`config.mk`:
```
export PLATFORM = sky130hd
export DESIGN_NAME = seg_addr_gen
export DESIGN_NICKNAME = d
export VERILOG_FILES = /design/src/rtl/seg_addr_pkg.sv /design/src/rtl/seg_regfile.sv /design/src/rtl/seg_select.sv /design/src/rtl/addr_adder.sv /design/src/rtl/seg_addr_gen.sv
export SDC_FILE = /design/constraint.sdc
export NUM_CORES = 1
export LEC_CHECK = 0
export CORE_UTILIZATION = 45
export CTS_BUF_LIST = sky130_fd_sc_hd__clkbuf_4 sky130_fd_sc_hd__clkbuf_8 sky130_fd_sc_hd__clkbuf_16
export DETAILED_ROUTE_END_ITERATION = 8
export DONT_BUFFER_PORTS = 1
export SKIP_LAST_GASP = 1
export SLEW_MARGIN = 30
export SYNTH_ARGS = -nofsm -noshare
export SYNTH_HDL_FRONTEND = slang
export SYNTH_SLANG_ARGS = --single-unit
```
`constraint.sdc`:
```
create_clock -name clk -period 10.4 [get_ports clk]
set_input_delay 1.04 -clock clk [delete_from_list [all_inputs] [get_ports clk]]
set_output_delay 1.04 -clock clk [all_outputs]
set_load 0.03 [all_outputs]
```
`src/rtl/seg_addr_pkg.sv`:
```
// Shared codes for the segmented address generator.
// Assumes four segment registers addressed by a 2-bit code.
package seg_addr_pkg;
    typedef enum logic [1:0] {
        SEG_ES = 2'd0,
        SEG_CS = 2'd1,
        SEG_SS = 2'd2,
        SEG_DS = 2'd3
    } seg_id_e;

    typedef enum logic [1:0] {
        ACC_FETCH   = 2'd0,
        ACC_STACK   = 2'd1,
        ACC_DATA    = 2'd2,
        ACC_STR_DST = 2'd3
    } acc_kind_e;

    localparam int NUM_SEGS = 4;
    localparam int SEG_IDX_W = $clog2(NUM_SEGS);
endpackage

```
`src/rtl/seg_regfile.sv`:
```
// Segment register file: N_SEG registers of SEG_W bits with one write port.
// Assumes writes land on the clock edge, so readers see new data next cycle.
module seg_regfile #(
    parameter int SEG_W = 16,
    parameter int N_SEG = 4,
    localparam int IDX_W = $clog2(N_SEG)
) (
    input  logic                        clk,
    input  logic                        rst_n,
    input  logic                        wr_en,
    input  logic [IDX_W-1:0]            wr_sel,
    input  logic [SEG_W-1:0]            wr_data,
    output logic [N_SEG-1:0][SEG_W-1:0] seg_vals
);
    for (genvar i = 0; i < N_SEG; i++) begin : g_seg
        // Load one segment register when it is addressed by the write port.
        always_ff @(posedge clk) begin
            if (!rst_n) begin
                seg_vals[i] <= '0;
            end else if (wr_en && (wr_sel == IDX_W'(i))) begin
                seg_vals[i] <= wr_data;
            end
        end
    end
endmodule

```
`src/rtl/seg_select.sv`:
```
// Segment choice rules: fetch -> code, stack -> stack, string destination -> extra;
// operands take the override if present, else stack for stack/frame pointer bases,
// else data. Purely combinational.
module seg_select
    import seg_addr_pkg::*;
#(
    parameter int          BASE_W  = 3,
    parameter logic [BASE_W-1:0] SP_CODE = BASE_W'(4),
    parameter logic [BASE_W-1:0] BP_CODE = BASE_W'(5)
) (
    input  acc_kind_e          kind,
    input  logic [BASE_W-1:0]  base,
    input  logic               ovr_en,
    input  seg_id_e            ovr_seg,
    output seg_id_e            seg_id
);
    logic stack_base;

    // Flag bases that imply the stack segment.
    always_comb stack_base = (base == SP_CODE) || (base == BP_CODE);

    // Apply the rule set by access kind.
    always_comb begin
        unique case (kind)
            ACC_FETCH:   seg_id = SEG_CS;
            ACC_STACK:   seg_id = SEG_SS;
            ACC_STR_DST: seg_id = SEG_ES;
            default: begin
                if (ovr_en)          seg_id = ovr_seg;
                else if (stack_base) seg_id = SEG_SS;
                else                 seg_id = SEG_DS;
            end
        endcase
    end
endmodule

```
`src/rtl/addr_adder.sv`:
```
// Linear address adder: (segment << SHIFT) + offset, truncated to ADDR_W so
// results wrap at the top of the address space.
module addr_adder #(
    parameter int SEG_W  = 16,
    parameter int OFF_W  = 16,
    parameter int SHIFT  = 4,
    parameter int ADDR_W = (SEG_W + SHIFT > OFF_W) ? SEG_W + SHIFT : OFF_W
) (
    input  logic [SEG_W-1:0]  seg_val,
    input  logic [OFF_W-1:0]  offset,
    output logic [ADDR_W-1:0] lin_addr
);
    logic [SEG_W+SHIFT-1:0] seg_shifted;

    // Scale the segment to a paragraph base.
    always_comb seg_shifted = {seg_val, {SHIFT{1'b0}}};

    // Add in the address width; the carry out is dropped.
    always_comb lin_addr = ADDR_W'(seg_shifted) + ADDR_W'(offset);
endmodule

```
`src/rtl/seg_addr_gen.sv`:
```
// Top: segment registers, rule-based segment choice, adder and output register.
// Assumes one request per cycle and a fixed one-cycle output latency.
module seg_addr_gen
    import seg_addr_pkg::*;
#(
    parameter int SEG_W  = 16,
    parameter int OFF_W  = 16,
    parameter int SHIFT  = 4,
    parameter int BASE_W = 3,
    localparam int ADDR_W = (SEG_W + SHIFT > OFF_W) ? SEG_W + SHIFT : OFF_W
) (
    input  logic                 clk,
    input  logic                 rst_n,
    input  logic                 wr_en,
    input  logic [1:0]           wr_sel,
    input  logic [SEG_W-1:0]     wr_data,
    input  logic                 req_valid,
    input  logic [1:0]           req_kind,
    input  logic [BASE_W-1:0]    req_base,
    input  logic                 req_ovr_en,
    input  logic [1:0]           req_ovr_seg,
    input  logic [OFF_W-1:0]     req_offset,
    output logic                 out_valid,
    output logic [ADDR_W-1:0]    out_addr,
    output logic [1:0]           out_seg
);
    logic [NUM_SEGS-1:0][SEG_W-1:0] seg_vals;
    seg_id_e                        pick;
    logic [SEG_W-1:0]               pick_val;
    logic [ADDR_W-1:0]              next_addr;

    seg_regfile #(.SEG_W(SEG_W), .N_SEG(NUM_SEGS)) u_regs (
        .clk      (clk),
        .rst_n    (rst_n),
        .wr_en    (wr_en),
        .wr_sel   (wr_sel),
        .wr_data  (wr_data),
        .seg_vals (seg_vals)
    );

    seg_select #(.BASE_W(BASE_W)) u_sel (
        .kind    (acc_kind_e'(req_kind)),
        .base    (req_base),
        .ovr_en  (req_ovr_en),
        .ovr_seg (seg_id_e'(req_ovr_seg)),
        .seg_id  (pick)
    );

    // Read the chosen segment value.
    always_comb pick_val = seg_vals[pick];

    addr_adder #(.SEG_W(SEG_W), .OFF_W(OFF_W), .SHIFT(SHIFT), .ADDR_W(ADDR_W)) u_add (
        .seg_val  (pick_val),
        .offset   (req_offset),
        .lin_addr (next_addr)
    );

    // Track the request strobe one cycle behind.
    always_ff @(posedge clk) begin
        if (!rst_n) out_valid <= 1'b0;
        else        out_valid <= req_valid;
    end

    // Capture address and segment code on a request, hold otherwise.
    always_ff @(posedge clk) begin
        if (!rst_n) begin
            out_addr <= '0;
            out_seg  <= '0;
        end else if (req_valid) begin
            out_addr <= next_addr;
            out_seg  <= pick;
        end
    end
endmodule

```
After elaboration in Yosys (flattened, before gate mapping)
Cells that the tools add are included.
Cells by class
  $add $sub $neg: 1
  magnitude comparators: 1
  equality and inequality tests: 7
  muxes and demuxes: 5
  reduce and logical (&&, ||, !) cells: 7
Operator list (count)
  16-bit binary-select mux with 2-bit select: 1
  20-bit by 16-bit adder with 20-bit output: 1
  16-bit two-way mux: 1
  2-bit == test, second input constant: 3
  3-bit == test, second input constant: 2
  2-bit case mux with 3 select lines: 1
  2-bit by 1-bit == test with 1-bit output, second input constant: 2
  1-bit logical AND: 4
  2-bit zero test: 2
  2-bit by 3-bit < comparator with 1-bit output, second input constant: 1
  2-bit two-way mux: 1
  1-bit logical OR: 1
  1-bit two-way mux: 1
Word-level totals
  bits in registers: 87
  bits of input ports: 46
  output and inout port bits: 23

Depth between registers and ports, before layout
  word-level depth: 8
  gate-level depth with buffers: 13
  gate-level depth less buffers: 12

By module
From an unflattened synthesis, not the netlist that was laid out.
Second synthesis, totals
  cells, all modules: 436
  area total of the unflattened synthesis: 4518.1 sq um
Modules (own cells, without submodules)
  seg_regfile: times used 1, cells an instance 228, area each 2368.5 sq um, seq. area each 1281.2 sq um
  seg_addr_gen: times used 1, cells an instance 93, area each 1280.0 sq um, seq. area each 460.4 sq um
  addr_adder: times used 1, cells an instance 108, area each 820.8 sq um, seq. area each 0.0 sq um
  seg_select: times used 1, cells an instance 7, area each 48.8 sq um, seq. area each 0.0 sq um

Least setup slack after synthesis
OpenSTA, ideal clock, no wires.
  kind: input-to-reg
  start: input port req_kind[1]
  end: register out_addr[18]
  setup time: 129 ps
  arrival: 4076 ps
  required time: 10271 ps
  setup slack: 6195 ps
  stages on the path: 13
  cell sequence: nor2b_1 a21o_1 buf_2 buf_2 mux4_2 ha_1 fa_1 a211oi_1 nor2_1 o211ai_1 a31oi_1 a311oi_1 a211oi_2
On the way
  cells in the longest elaborated chain, start to end: 5
  elaborated cells on any way between the ends: 7
  classes of those cells: add/sub: 1; eq/ne: 2; mux: 3; reduce/logical: 1
RTL lines
  start, declared: line seg_addr_gen.sv:18  | input logic [1:0] req_kind,
  2-bit == test (tied with other cells): line seg_select.sv:24  | unique case (kind)
  2-bit case mux with 3 select lines *: line seg_select.sv:24
  16-bit binary-select mux with 2-bit select *: line seg_addr_gen.sv:50  | always_comb pick_val = seg_vals[pick];
  16-bit two-way mux (implied by the code) *: line seg_addr_gen.sv:50
  20-bit by 16-bit adder with 20-bit output *: line addr_adder.sv:19  | always_comb lin_addr = ADDR_W'(seg_shifted) + ADDR_W'(offset);
  end signal, assigned: line seg_addr_gen.sv:70  | out_addr <= next_addr;
  end, declared: line seg_addr_gen.sv:24  | output logic [ADDR_W-1:0] out_addr,
Every way passes the cells marked *; elsewhere a longest branch is shown, timed or not. The select of a mux whose other input is x is not followed.
A chain may end at the register's enable or synchronous reset.

Worst setup path after layout
Same ends and word-level chain as after synthesis.

==> flow_summary.json <==
{
  "wl_per_cell_um": 16.8,
  "fin_util_pct": 49.6,
  "cts-root-buf": "clkbuf_8",
  "clk_path_buf_depth": 2,
  "gp_congestion": 0.800,
  "dp.cells": 581,
  "layout_setup_ws_ps": 6340,
  "hold_violations": 0,
  "num_antenna_cells": 0,
  "power.density_mw_per_mm2": 154,
  "power_frac_comb_pct": 10.5,
  "htreeDepth": 3,
  "clkPwrFrac_pct": 37.4,
  "slew-limit-headroom_pct": 41.0,
  "synth_compound_area_share_pct": 20.7,
  "worst_ep_arrival_time_ps": 4300,
  "grt_pass1_wl_mm": 16.1,
  "tns_ps": 0,
  "numPortBuffers": 0,
  "path_class": "in2reg",
  "drive_gt1_share_pct": 9.42,
  "p_int_uw": 528,
  "switching_share_pct": 25.2,
  "drv_slew": 0,
  "netlist.area_leader.share_pct": 40.7,
  "synth-simple-area-share_pct": 19.4,
  "dp_slack_ps": 5980,
  "die_h_um": 99.6,
  "syn_nets": 537,
  "synth_top_area_cell": "dfxtp_1",
  "max-cap-violations": 0,
  "synthMuxAreaShare_pct": 10.2,
  "clk_pin_slew_worst_paths_ps": 80,
  "detailed_place_hpwl_mm": 6.58,
  "synth_most_common_cell": "nand2_1",
  "core_mm2": 0.00924,
  "synth_seq_cells": 87,
  "ys_warn_count": 0,
  "hold_depth": 2,
  "tightest_slew_ps": 882,
  "multiInputGateArea_mm2": 0.00241,
  "synth_top_family_by_area": "compound AO/OA/AOI/OAI gates",
  "ys_seq_area_share_pct": 40.7,
  "clock_sinks": 87,
  "nFillCells": 906,
  "grt_use_total_pct": 21.2,
  "synthXorXnorAreaFrac_pct": 1.64,
  "routed_via_density": 5.46,
  "ctsResizeCount": 0,
  "drc": 0,
  "drtPass1Iterations": 4,
  "cts_setup_buffers": 0,
  "fin_crit_ps": 4060,
  "avgSynthCellArea_um2": 8.98,
  "max-vdd-ir-drop_uv": 84.3,
  "clock_latency_ps": 350,
  "register_area_mm2": 0.00174,
  "io-pin-count": 69,
  "rows": 35,
  "fp.dieW_um": 99.6,
  "routed_wirelength_mm": 9.99,
  "synth-edff-count": 0,
  "rsz0062_at_grt": "false",
  "setup_viol": 0,
  "required_ps": 10640,
  "cts_hold_buffers": 0,
  "cts_made_buffers": 9,
  "nets": 523,
  "rr_worst_depth": 9,
  "p_seq_share_pct": 52.1,
  "synth_fa_ha_area_share_pct": 4.26,
  "status": "completed",
  "grt_max_degree": 88,
  "antenna_found_initial": 0,
  "synth_area_leaders": "dfxtp_1, nand2_1, a21boi_0, mux4_2, ha_1",
  "dieArea_mm2": 0.00991,
  "yosys-top-cells-count": "nand2_1, dfxtp_1, a21boi_0",
  "fin_cells": 596,
  "async_flop_share_pct": 0,
  "drt-initial-drc-count": 159,
  "p_sw_uw": 178,
  "area_growth_pct": 7.07,
  "end_kind": "register",
  "antenna_left": 0,
  "synth_area_mm2": 0.00428,
  "cts_tree": "done",
  "fmax_mhz": 246,
  "reg2reg_from": "u_regs.seg_vals[0]",
  "finClkSkew_ps": 9.68,
  "ys_types": 51,
  "regToRegEndpoint": "out_addr[18]",
  "grt_pass1_vias": 3207,
  "min_from": "u_regs.seg_vals[5]",
  "min_to": "u_regs.seg_vals[5]",
  "min-delay-path-class": "reg2reg",
  "start_util_pct": 46.4,
  "grt_overflow": 0,
  "netlist_instances": 477,
  "p_leak_uw": 0.00167,
  "start_kind": "input pin",
  "ys.flop_type": "dfxtp_1",
  "post-route-period-util_pct": 39.1,
  "vias": 3254,
  "worst-path-max-fanout": 18,
  "rrSetupSlack_ps": 7460
}
[worst max-delay path, cell delays in order]
cell      delay (ps)
nor2b_1          190
a21o_1           150
buf_4            310
mux4_2           590
ha_1             240
fa_1             450
a211oi_1         360
nor2_1           110
o211ai_1         290
a31oi_1          210
a311oi_1         300
a211oi_2          50
[layout make-up]
cell class                 instances  share of cell area, %
clock inverter                     3                   1.47
sequential                        87                   38.0
multi-input combinational        355                   52.6
clock buffer                      12                   3.33
timing repair buffer               3                  0.491
inverter                           7                  0.573
tap                              129                   3.52
[worst max path at each step]
| stage | startpoint | endpoint | slack [ps] |
|---|---|---|---|
| after floorplan | req_kind[1] | out_addr[18] | 6200 |
| after global placement | req_kind[1] | out_addr[18] | 5990 |
| after detailed placement | req_kind[1] | out_addr[18] | 5980 |
| after CTS | req_kind[1] | out_addr[18] | 6350 |
| after global routing | req_kind[1] | out_addr[18] | 6110 |
| final | req_kind[1] | out_addr[18] | 6340 |
[power by group through the flow]
stage          clock network [uW]  registers [uW]  logic (uW)
2_1_floorplan                   0             374        64.9
3_3_place_gp                    0             375        72.7
3_5_place_dp                    0             376        74.3
4_1_cts                       273             368        74.7
5_1_grt                       285             370        82.5
6_report                      264             368        74.1
[kinds of logic (layout without fill, tap and decap cells)]
group,count (synthesis),in the layout
compound gates,120,120
simple gates,188,188
fa+ha+maj,14,14
xor+xnor,8,8
flops,87,87
buf+inv,35,25
mux,25,25
[flip-flops by register name, indices dropped and copies added (netlist names)]
name / flops
out_seg: 2
out_addr: 20
out_valid: 1
u_regs.seg_vals: 64
[through the flow]
step / hold slack, ps / instance area, um2 / power (uW)
5_1_grt: 483 / 4590 / 737
2_1_floorplan: 440 / 4280 / 438
3_5_place_dp: 454 / 4370 / 450
4_1_cts: 466 / 4590 / 715
3_3_place_gp: 446 / 4370 / 448
6_report: 463 / 4590 / 706
[cell usage in the layout, fill, tap and decap left out, types with 2 or more instances in the layout]
cell	n
a211oi_1	4
a31oi_1	3
nand2_1	139
o211a_1	2
nand3b_1	3
and3_1	2
o21a_1	3
nor3b_1	2
nor2b_1	14
nand3_1	6
mux2i_1	10
o21ai_0	13
inv_1	6
ha_1	13
bufinv_16	2
buf_4	3
mux4_2	15
clkbuf_8	10
dfxtp_1	87
a21boi_0	66
a21oi_1	12
nor2_1	7
xnor2_1	6
nor3_1	2
clkbuf_4	2
a21o_1	3
xor2_1	2
and2_1	4
[layer usage]
metal | wire length [um] | global-route usage [%] | up-vias
li1 | - | - | 1616
met1 | 4540 | 28.2 | 1534
met2 | 4670 | 34.6 | 97
met3 | 689 | 3.51 | 7
met4 | 89 | 7.58 | 0
met5 | 0 | 0 | -
Note: power is estimated with default switching activity, not from simulation.
